--- config.mk ---
export PLATFORM = sky130hd
export DESIGN_NAME = clk_level_seq
export DESIGN_NICKNAME = d
export VERILOG_FILES = /design/src/rtl/clk_level_pkg.sv /design/src/rtl/clk_wait_timer.sv /design/src/rtl/clk_level_fsm.sv /design/src/rtl/clk_level_seq.sv
export SDC_FILE = /design/constraint.sdc
export NUM_CORES = 1
export LEC_CHECK = 0
export BUFFER_PORTS_ARGS = -buffer_cell sky130_fd_sc_hd__buf_4
export CORE_UTILIZATION = 52
export CTS_BUF_LIST = sky130_fd_sc_hd__clkbuf_16
export CTS_CLUSTER_DIAMETER = 30
export CTS_CLUSTER_SIZE = 28
export DETAILED_ROUTE_END_ITERATION = 7
export HOLD_SLACK_MARGIN = 0.06
export PLACE_DENSITY_LB_ADDON = 0.3
export SLEW_MARGIN = 40
export SYNTH_ARGS = -nofsm -noshare
export SYNTH_HDL_FRONTEND = slang
export SYNTH_SLANG_ARGS = --single-unit
export TNS_END_PERCENT = 30
--- constraint.sdc ---
create_clock -name clk -period 8.15 [get_ports clk]
set_clock_uncertainty 0.05 [all_clocks]
set_input_delay 1.63 -clock clk [delete_from_list [all_inputs] [get_ports clk]]
set_output_delay 1.63 -clock clk [all_outputs]
set_load 0.01 [all_outputs]
--- src/rtl/clk_level_pkg.sv ---
package clk_level_pkg;

  localparam int unsigned LVL_W = 4;
  localparam logic [LVL_W-1:0] LVL_MIN_OK = 4'd7;
  localparam logic [LVL_W-1:0] LVL_SAFE   = 4'd9;

  localparam int unsigned M_LSB = 16;
  localparam int unsigned P_LSB = 8;
  localparam int unsigned P_W   = 6;
  localparam logic [31:0] S_MASK   = 32'h0000_0007;
  localparam logic [31:0] MP_MASK  = 32'h03FF_3F00;
  localparam logic [31:0] ALL_MASK = MP_MASK | S_MASK;

  localparam logic [31:0] DIV0_BUSY_MASK = 32'h1111_1111;
  localparam logic [7:0]  DIV1_BUSY_MASK = 8'h11;
  localparam logic [2:0]  STAT_MAIN = 3'd1;
  localparam logic [2:0]  STAT_ALT  = 3'd2;
  localparam int unsigned DIV0_FIELDS = 8;

  typedef enum logic [3:0] {
    S_IDLE, S_START, S_DIV0_WR, S_DIV0_WAIT, S_DIV1_WR, S_DIV1_WAIT,
    S_MUX_ALT, S_ALT_WAIT, S_LOCK_LD, S_PLL_WR, S_LOCK_WAIT,
    S_MUX_MAIN, S_MAIN_WAIT, S_SDIV_WR, S_DONE
  } seq_state_e;

  function automatic logic [31:0] pack_pll(input int m, input int p, input int s);
    logic [31:0] w;
    w = '0;
    w[M_LSB +: 10]  = 10'(m);
    w[P_LSB +: P_W] = 6'(p);
    w[2:0]          = 3'(s);
    return w;
  endfunction

  function automatic logic [31:0] pll_word(input logic [LVL_W-1:0] lvl);
    logic [31:0] w;
    case (lvl)
      4'd7:    w = pack_pll(125, 3, 0);
      4'd8:    w = pack_pll(150, 4, 0);
      4'd9:    w = pack_pll(100, 3, 0);
      4'd10:   w = pack_pll(175, 3, 1);
      4'd11:   w = pack_pll(200, 4, 1);
      4'd12:   w = pack_pll(125, 3, 1);
      4'd13:   w = pack_pll(100, 3, 1);
      4'd14:   w = pack_pll(200, 4, 2);
      4'd15:   w = pack_pll(100, 3, 2);
      default: w = '0;
    endcase
    return w;
  endfunction

  // Field values follow from the level: core-data and PLL-side ratios shrink
  // in steps, the trace-bus ratio drops by one every two levels.
  function automatic logic [31:0] div0_word(input logic [LVL_W-1:0] lvl);
    logic [2:0]       f [DIV0_FIELDS];
    logic [LVL_W-1:0] off;
    logic [31:0]      w;
    w   = '0;
    off = lvl - LVL_MIN_OK;
    if (lvl >= LVL_MIN_OK) begin
      f[0] = 3'd0;
      f[1] = (lvl <= 4'd9) ? 3'd2 : 3'd1;
      f[2] = 3'd7;
      f[3] = 3'd7;
      f[4] = (lvl <= 4'd12) ? 3'd4 - 3'(off >> 1) : 3'd1;
      f[5] = 3'd1;
      f[6] = (lvl <= 4'd8) ? 3'd2 : 3'd1;
      f[7] = 3'd0;
      for (int k = 0; k < DIV0_FIELDS; k++) w[4*k +: 3] = f[k];
    end
    return w;
  endfunction

  function automatic logic [31:0] div1_word(input logic [LVL_W-1:0] lvl);
    return (lvl >= LVL_MIN_OK) ? 32'h0000_0020 : 32'h0;
  endfunction

endpackage

--- src/rtl/clk_wait_timer.sv ---
module clk_wait_timer #(
  parameter int unsigned CNT_W = 16
) (
  input  logic             clk,
  input  logic             rst_n,
  input  logic             run_i,
  input  logic [CNT_W-1:0] lim_i,
  output logic             expired_o
);
  logic [CNT_W-1:0] cnt_q;

  always_ff @(posedge clk or negedge rst_n) begin
    if (!rst_n)              cnt_q <= '0;
    else if (!run_i)         cnt_q <= '0;
    else if (cnt_q != '1)    cnt_q <= cnt_q + 1'b1;
  end

  assign expired_o = run_i && (cnt_q >= lim_i);
endmodule

--- src/rtl/clk_level_fsm.sv ---
module clk_level_fsm
  import clk_level_pkg::*;
#(
  parameter int unsigned     LOCK_W    = 16,
  parameter int unsigned     LOCK_MULT = 250,
  parameter logic [LVL_W-1:0] RST_LVL  = LVL_SAFE
) (
  input  logic             clk,
  input  logic             rst_n,
  input  logic             req_valid_i,
  output logic             req_ready_o,
  input  logic [LVL_W-1:0] req_old_i,
  input  logic [LVL_W-1:0] req_new_i,
  output logic             busy_o,
  output logic             done_o,
  output logic             rej_o,
  output logic             err_o,
  output logic [LVL_W-1:0] cur_level_o,
  output logic             wait_o,
  input  logic             expired_i,
  output logic             mux_sel_o,
  input  logic [2:0]       mux_stat_i,
  output logic [31:0]      pll_cfg_o,
  output logic             pll_wr_o,
  output logic [LOCK_W-1:0] lock_cnt_o,
  output logic             lock_wr_o,
  input  logic             pll_locked_i,
  output logic [31:0]      div0_o,
  output logic             div0_wr_o,
  input  logic [31:0]      div0_busy_i,
  output logic [31:0]      div1_o,
  output logic             div1_wr_o,
  input  logic [7:0]       div1_busy_i
);
  seq_state_e state_q, state_d;
  logic [LVL_W-1:0] old_q, new_q, cur_q;
  logic div_pend_q, div_pend_d, pll_pend_q, pll_pend_d;
  logic rej_q, err_q, mux_q, tmo_hit;
  logic [31:0] pll_q, div0_q, div1_q;
  logic [LOCK_W-1:0] lock_q;
  logic [31:0] pw_new, pw_old;
  logic fast, full;

  assign pw_new = pll_word(new_q);
  assign pw_old = pll_word(old_q);
  assign fast   = new_q < old_q;
  assign full   = ((pw_new ^ pw_old) & MP_MASK) != '0;

  function automatic seq_state_e pick(input logic dp, input logic pp,
                                      input logic fst, input logic ful);
    if (dp && (fst || !pp)) return S_DIV0_WR;
    else if (pp)            return ful ? S_MUX_ALT : S_SDIV_WR;
    else                    return S_DONE;
  endfunction

  always_comb begin
    state_d    = state_q;
    div_pend_d = div_pend_q;
    pll_pend_d = pll_pend_q;
    tmo_hit    = 1'b0;
    case (state_q)
      S_IDLE: if (req_valid_i) begin
        state_d    = (req_new_i < LVL_MIN_OK || req_new_i == req_old_i) ? S_DONE : S_START;
        div_pend_d = 1'b1;
        pll_pend_d = 1'b1;
      end
      S_START:     state_d = pick(div_pend_q, pll_pend_q, fast, full);
      S_DIV0_WR:   state_d = S_DIV0_WAIT;
      S_DIV0_WAIT: if ((div0_busy_i & DIV0_BUSY_MASK) == '0) state_d = S_DIV1_WR;
                   else if (expired_i) tmo_hit = 1'b1;
      S_DIV1_WR:   state_d = S_DIV1_WAIT;
      S_DIV1_WAIT: if ((div1_busy_i & DIV1_BUSY_MASK) == '0) begin
                     div_pend_d = 1'b0;
                     state_d    = pick(1'b0, pll_pend_q, fast, full);
                   end else if (expired_i) tmo_hit = 1'b1;
      S_MUX_ALT:   state_d = S_ALT_WAIT;
      S_ALT_WAIT:  if (mux_stat_i == STAT_ALT) state_d = S_LOCK_LD;
                   else if (expired_i) tmo_hit = 1'b1;
      S_LOCK_LD:   state_d = S_PLL_WR;
      S_PLL_WR:    state_d = S_LOCK_WAIT;
      S_LOCK_WAIT: if (pll_locked_i) state_d = S_MUX_MAIN;
                   else if (expired_i) tmo_hit = 1'b1;
      S_MUX_MAIN:  state_d = S_MAIN_WAIT;
      S_MAIN_WAIT: if (mux_stat_i == STAT_MAIN) begin
                     pll_pend_d = 1'b0;
                     state_d    = pick(div_pend_q, 1'b0, fast, full);
                   end else if (expired_i) tmo_hit = 1'b1;
      S_SDIV_WR: begin
        pll_pend_d = 1'b0;
        state_d    = pick(div_pend_q, 1'b0, fast, full);
      end
      S_DONE:      state_d = S_IDLE;
      default:     state_d = S_IDLE;
    endcase
    if (tmo_hit) state_d = S_IDLE;
  end

  // Write strobes present the new word for one cycle; the held copy follows.
  assign pll_wr_o  = (state_q == S_PLL_WR) || (state_q == S_SDIV_WR);
  assign lock_wr_o = (state_q == S_LOCK_LD);
  assign div0_wr_o = (state_q == S_DIV0_WR);
  assign div1_wr_o = (state_q == S_DIV1_WR);

  always_comb begin
    if (state_q == S_PLL_WR)       pll_cfg_o = (pll_q & ~ALL_MASK) | pw_new;
    else if (state_q == S_SDIV_WR) pll_cfg_o = (pll_q & ~S_MASK) | (pw_new & S_MASK);
    else                           pll_cfg_o = pll_q;
  end

  assign lock_cnt_o = lock_wr_o ? LOCK_W'(pw_new[P_LSB +: P_W]) * LOCK_W'(LOCK_MULT) : lock_q;
  assign div0_o     = div0_wr_o ? div0_word(new_q) : div0_q;
  assign div1_o     = div1_wr_o ? div1_word(new_q) : div1_q;

  always_ff @(posedge clk or negedge rst_n) begin
    if (!rst_n) begin
      state_q    <= S_IDLE;
      old_q      <= RST_LVL;
      new_q      <= RST_LVL;
      cur_q      <= RST_LVL;
      div_pend_q <= 1'b0;
      pll_pend_q <= 1'b0;
      rej_q      <= 1'b0;
      err_q      <= 1'b0;
      mux_q      <= 1'b0;
      pll_q      <= pll_word(RST_LVL);
      div0_q     <= div0_word(RST_LVL);
      div1_q     <= div1_word(RST_LVL);
      lock_q     <= '0;
    end else begin
      state_q    <= state_d;
      div_pend_q <= div_pend_d;
      pll_pend_q <= pll_pend_d;
      if (state_q == S_IDLE && req_valid_i) begin
        old_q <= req_old_i;
        new_q <= req_new_i;
        rej_q <= req_new_i < LVL_MIN_OK;
      end
      if (state_d == S_DONE && state_q != S_IDLE && state_q != S_DONE) cur_q <= new_q;
      if (tmo_hit)                 err_q <= 1'b1;
      if (state_q == S_MUX_ALT)    mux_q <= 1'b1;
      if (state_q == S_MUX_MAIN)   mux_q <= 1'b0;
      if (pll_wr_o)                pll_q <= pll_cfg_o;
      if (lock_wr_o)               lock_q <= lock_cnt_o;
      if (div0_wr_o)               div0_q <= div0_o;
      if (div1_wr_o)               div1_q <= div1_o;
    end
  end

  assign req_ready_o = (state_q == S_IDLE);
  assign busy_o      = (state_q != S_IDLE);
  assign done_o      = (state_q == S_DONE);
  assign rej_o       = done_o && rej_q;
  assign err_o       = err_q;
  assign cur_level_o = cur_q;
  assign mux_sel_o   = mux_q;
  assign wait_o      = (state_q == S_DIV0_WAIT) || (state_q == S_DIV1_WAIT) ||
                       (state_q == S_ALT_WAIT)  || (state_q == S_LOCK_WAIT) ||
                       (state_q == S_MAIN_WAIT);
endmodule

--- src/rtl/clk_level_seq.sv ---
module clk_level_seq
  import clk_level_pkg::*;
#(
  parameter int unsigned TMO_W     = 16,
  parameter int unsigned LOCK_W    = 16,
  parameter int unsigned LOCK_MULT = 250
) (
  input  logic              clk,
  input  logic              rst_n,
  input  logic              req_valid_i,
  output logic              req_ready_o,
  input  logic [3:0]        req_old_i,
  input  logic [3:0]        req_new_i,
  output logic              busy_o,
  output logic              done_o,
  output logic              rej_o,
  output logic              err_o,
  output logic [3:0]        cur_level_o,
  input  logic [TMO_W-1:0]  tmo_lim_i,
  output logic              mux_sel_o,
  input  logic [2:0]        mux_stat_i,
  output logic [31:0]       pll_cfg_o,
  output logic              pll_wr_o,
  output logic [LOCK_W-1:0] lock_cnt_o,
  output logic              lock_wr_o,
  input  logic              pll_locked_i,
  output logic [31:0]       div0_o,
  output logic              div0_wr_o,
  input  logic [31:0]       div0_busy_i,
  output logic [31:0]       div1_o,
  output logic              div1_wr_o,
  input  logic [7:0]        div1_busy_i
);
  logic wait_w, expired_w;

  clk_wait_timer #(.CNT_W(TMO_W)) u_timer (
    .clk(clk), .rst_n(rst_n), .run_i(wait_w), .lim_i(tmo_lim_i), .expired_o(expired_w)
  );

  clk_level_fsm #(.LOCK_W(LOCK_W), .LOCK_MULT(LOCK_MULT), .RST_LVL(LVL_SAFE)) u_fsm (
    .clk(clk), .rst_n(rst_n),
    .req_valid_i(req_valid_i), .req_ready_o(req_ready_o),
    .req_old_i(req_old_i), .req_new_i(req_new_i),
    .busy_o(busy_o), .done_o(done_o), .rej_o(rej_o), .err_o(err_o),
    .cur_level_o(cur_level_o), .wait_o(wait_w), .expired_i(expired_w),
    .mux_sel_o(mux_sel_o), .mux_stat_i(mux_stat_i),
    .pll_cfg_o(pll_cfg_o), .pll_wr_o(pll_wr_o),
    .lock_cnt_o(lock_cnt_o), .lock_wr_o(lock_wr_o), .pll_locked_i(pll_locked_i),
    .div0_o(div0_o), .div0_wr_o(div0_wr_o), .div0_busy_i(div0_busy_i),
    .div1_o(div1_o), .div1_wr_o(div1_wr_o), .div1_busy_i(div1_busy_i)
  );
endmodule

==> flow_metrics.env <==
export IMPL_relSlewSlack=0.530
export IMPL_start_util=0.534
export IMPL_track_usage=0.218
export IMPL_final_nets=1014
export IMPL_power_frac_comb=0.405
export IMPL_routed_wl_um=15400
export IMPL_coreArea_um2=13900
export IMPL_worstSetupPathType="reg -> out"
export IMPL_synth_top_area_cell="dfrtp_1"
export IMPL_drv_cap=0
export IMPL_p_per_area_nw_per_um2=324
export IMPL_rsz0062_at_grt="no"
export IMPL_hold_end="u_fsm.pll_q[19]$_DFFE_PN0P_"
export IMPL_yosys_area_top_type_share=0.382
export IMPL_dieArea_um2=14700
export IMPL_cts_root_buf="clkbuf_16"
export IMPL_yosysMostFrequentCell="dfrtp_1"
export IMPL_max_freq_mhz=212
export IMPL_synth_seq_cells=136
export IMPL_period_minus_slack_ps=4720
export IMPL_wl_met3_um=953
export IMPL_cts_max_level=4
export IMPL_area_growth_synth_to_final_pct=24.0
export IMPL_met1_length_um=7240
export IMPL_rr_endpoint="u_fsm.cur_level_o[1]$_DFFE_PN0P_"
export IMPL_power_frac_seq=0.338
export IMPL_cp_arrival_ps=3040
export IMPL_avgSynthCellArea_um2=9.66
export IMPL_reg2reg_slack_ps=4830
export IMPL_critPathRequiredTime_ps=6470
export IMPL_rows=43
export IMPL_die_w_um=121
export IMPL_dieHeight_um=121
export IMPL_async_flop_share=1.00
export IMPL_route_detailed_drc=0
export IMPL_r2r_cells=11
export IMPL_dr_wl_met2_um=7060
export IMPL_outcome="finished clean"
export IMPL_postSynthCellCount=767
export IMPL_vias_per_cell=5.09
export IMPL_clock_latency_ps=420
export IMPL_diodes=0
export IMPL_tightest_slew_ps=705
export IMPL_p_leak_nw=4.69
export IMPL_cts_tree="yes"
export IMPL_ioPinCount=197
export IMPL_ctsResizeCount=0
export IMPL_layout_drive_gt1_share=0.253
export IMPL_drt_initial_drc_count=375
export IMPL_regArea_um2=3430
export IMPL_place_ws_ps=3830
export IMPL_synthTopCellsByCount="dfrtp_1, nand2_1, nor2b_1"
export IMPL_cts_made_buffers=17
export IMPL_wl_per_cell_um=14.1
export IMPL_syn_area_um2=7410
export IMPL_route_vias_total=5574
export IMPL_ys_warn_count=0
export IMPL_switching_share=0.380
export IMPL_grt_pass1_vias=5181
export IMPL_path_clk_slew_ps=60
export IMPL_nFillCells=1143
export IMPL_ir_worst_vdd_uv=184
export IMPL_holdPathStages=2
export IMPL_ys_types=65
export IMPL_ys_seq_area_frac=0.463
export IMPL_max_clock_path_buffers=2
export IMPL_overflow=0
export IMPL_p_int_w=0.00185
export IMPL_critPathLaunchType="flip-flop"
export IMPL_synth_edf_count=0
export IMPL_postCtsSetupRepairBufs=0
export IMPL_crit_path_end_kind="output port"
export IMPL_globalplace_congestion=0.855
export IMPL_clkPwrFrac=0.257
export IMPL_setup_viol=0
export IMPL_port_buffers=153
export IMPL_ys_flop_type="dfrtp_1"
export IMPL_fin_ws_ps=3430
export IMPL_holdCritPathClass="reg -> reg"
export IMPL_final_period_utilization=0.579
export IMPL_clock_sinks=136
export IMPL_antenna_found_initial=0
export IMPL_grt_pass1_wl_um=24800
export IMPL_p_sw_w=0.00113
export IMPL_worstPathMaxFanout=52
export IMPL_ant_nets=0
export IMPL_highest_layer="met4"
export IMPL_min_from="u_fsm.pll_q[19]$_DFFE_PN0P_"
export IMPL_grt_max_degree=90
export IMPL_ctsHoldBuffers=0
export IMPL_timing_final_hold_violations=0
export IMPL_synthTopCellsByArea="dfrtp_1, dfstp_2, ha_1"
export IMPL_firstDrtPassIters=4
export IMPL_place_hpwl_um=10700
export IMPL_regToRegStartpoint="u_fsm.new_q[0]$_DFFE_PN1P_"
export IMPL_multi_input_area_um2=3610
export IMPL_slew_viol_final=0
export IMPL_setup_tns_ps=0
-- layout by cell type (no fill, tap or decap), types with 3 or more instances in the layout --
master	n
o21a_1	21
a211oi_1	6
a31oi_1	4
a21o_1	17
inv_1	38
o21ai_0	52
nand4_1	5
dfrtp_1	113
inv_6	3
clkinv_4	4
nand3_1	8
nor3b_1	6
nand2_1	75
and3_1	4
dfstp_2	23
clkinvlp_4	3
xnor2_1	9
buf_4	155
ha_1	40
clkbuf_16	17
nand2b_1	7
nor2_1	43
xor2_1	12
o31ai_1	4
nor4_4	4
and2_1	64
a22o_1	4
mux2_4	4
a21oi_1	24
nor3_1	10
or3_1	3
a22oi_1	3
conb_1	13
nor2b_1	71
-- layer usage --
layer / vias to the layer above / global-route usage
li1: 2812 / -
met1: 2592 / 0.292
met2: 155 / 0.332
met3: 15 / 0.0616
met4: 0 / 0.0849
met5: - / 0
-- critical path, stage by stage, from the launching register on --
cell and delay, ps:
dfrtp_1 760, nor2b_1 240, nand2_1 70, buf_4 240
inv_1 470, nand2_1 430, o21a_1 230, buf_4 150
-- per-stage QoR --
stage               std cells  cell area (um2)  hold slack, ps  utilization  power, W
floorplan                 779             7450             389            -   0.00183
global placement         1064             8590             400        0.619   0.00219
detailed placement       1064             8590             409        0.619   0.00222
CTS                      1096             9180             423        0.661   0.00300
global route             1096             9180             437        0.662   0.00319
finish                   1096             9180             418        0.662   0.00298
-- layout make-up --
| class | instances | share of cell area |
|---|---|---|
| clock buffer | 17 | 0.0463 |
| tap | 180 | 0.0245 |
| clock inverter | 15 | 0.0185 |
| timing repair buffer | 156 | 0.128 |
| inverter | 38 | 0.0155 |
| sequential | 136 | 0.374 |
| multi-input combinational | 554 | 0.393 |
-- flip-flops by register name, summed over array words and instances (netlist names), 4 cells and up --
name,count
u_fsm.old_q,4
u_fsm.state_q,4
u_fsm.new_q,4
u_fsm.pll_q,19
u_fsm.cur_level_o,4
u_timer.cnt_q,16
u_fsm.div1_q,32
u_fsm.div0_q,32
u_fsm.lock_q,16
-- worst max-delay path by stage --
stage | cells past startpoint | slack, ps | to | from
after global placement | 11 | 3860 | u_fsm.cur_level_o[2]$_DFFE_PN0P_ | tmo_lim_i[0]
after CTS | 7 | 3430 | div0_o[14] | u_fsm.state_q[1]$_DFF_PN0_
after floorplan | 10 | 4200 | u_fsm.cur_level_o[1]$_DFFE_PN0P_ | tmo_lim_i[0]
after detailed placement | 11 | 3830 | u_fsm.cur_level_o[1]$_DFFE_PN0P_ | tmo_lim_i[0]
final | 7 | 3430 | div0_o[14] | u_fsm.state_q[1]$_DFF_PN0_
after global routing | 7 | 3160 | div0_o[20] | u_fsm.state_q[1]$_DFF_PN0_
-- power groups by stage --
stage / registers (W) / clock network, W / logic (W)
final: 0.00101 / 0.000765 / 0.00121
after global routing: 0.00103 / 0.000809 / 0.00135
after CTS: 0.00100 / 0.000779 / 0.00121
after detailed placement: 0.00101 / 0 / 0.00120
after global placement: 0.00101 / 0 / 0.00118
after floorplan: 0.000926 / 0 / 0.000900
-- cell families after synthesis --
| family | share of synthesized area |
|---|---|
| flip-flops | 0.463 |
| other | 0.000506 |
| multiplexers | 0.0123 |
| buffers and inverters | 0.0561 |
| AO/OA/AOI/OAI | 0.135 |
| XOR/XNOR | 0.0248 |
| adder cells (fa/ha/maj) | 0.0676 |
| AND/OR/NAND/NOR | 0.240 |
Note: power is estimated with default switching activity, not from simulation.
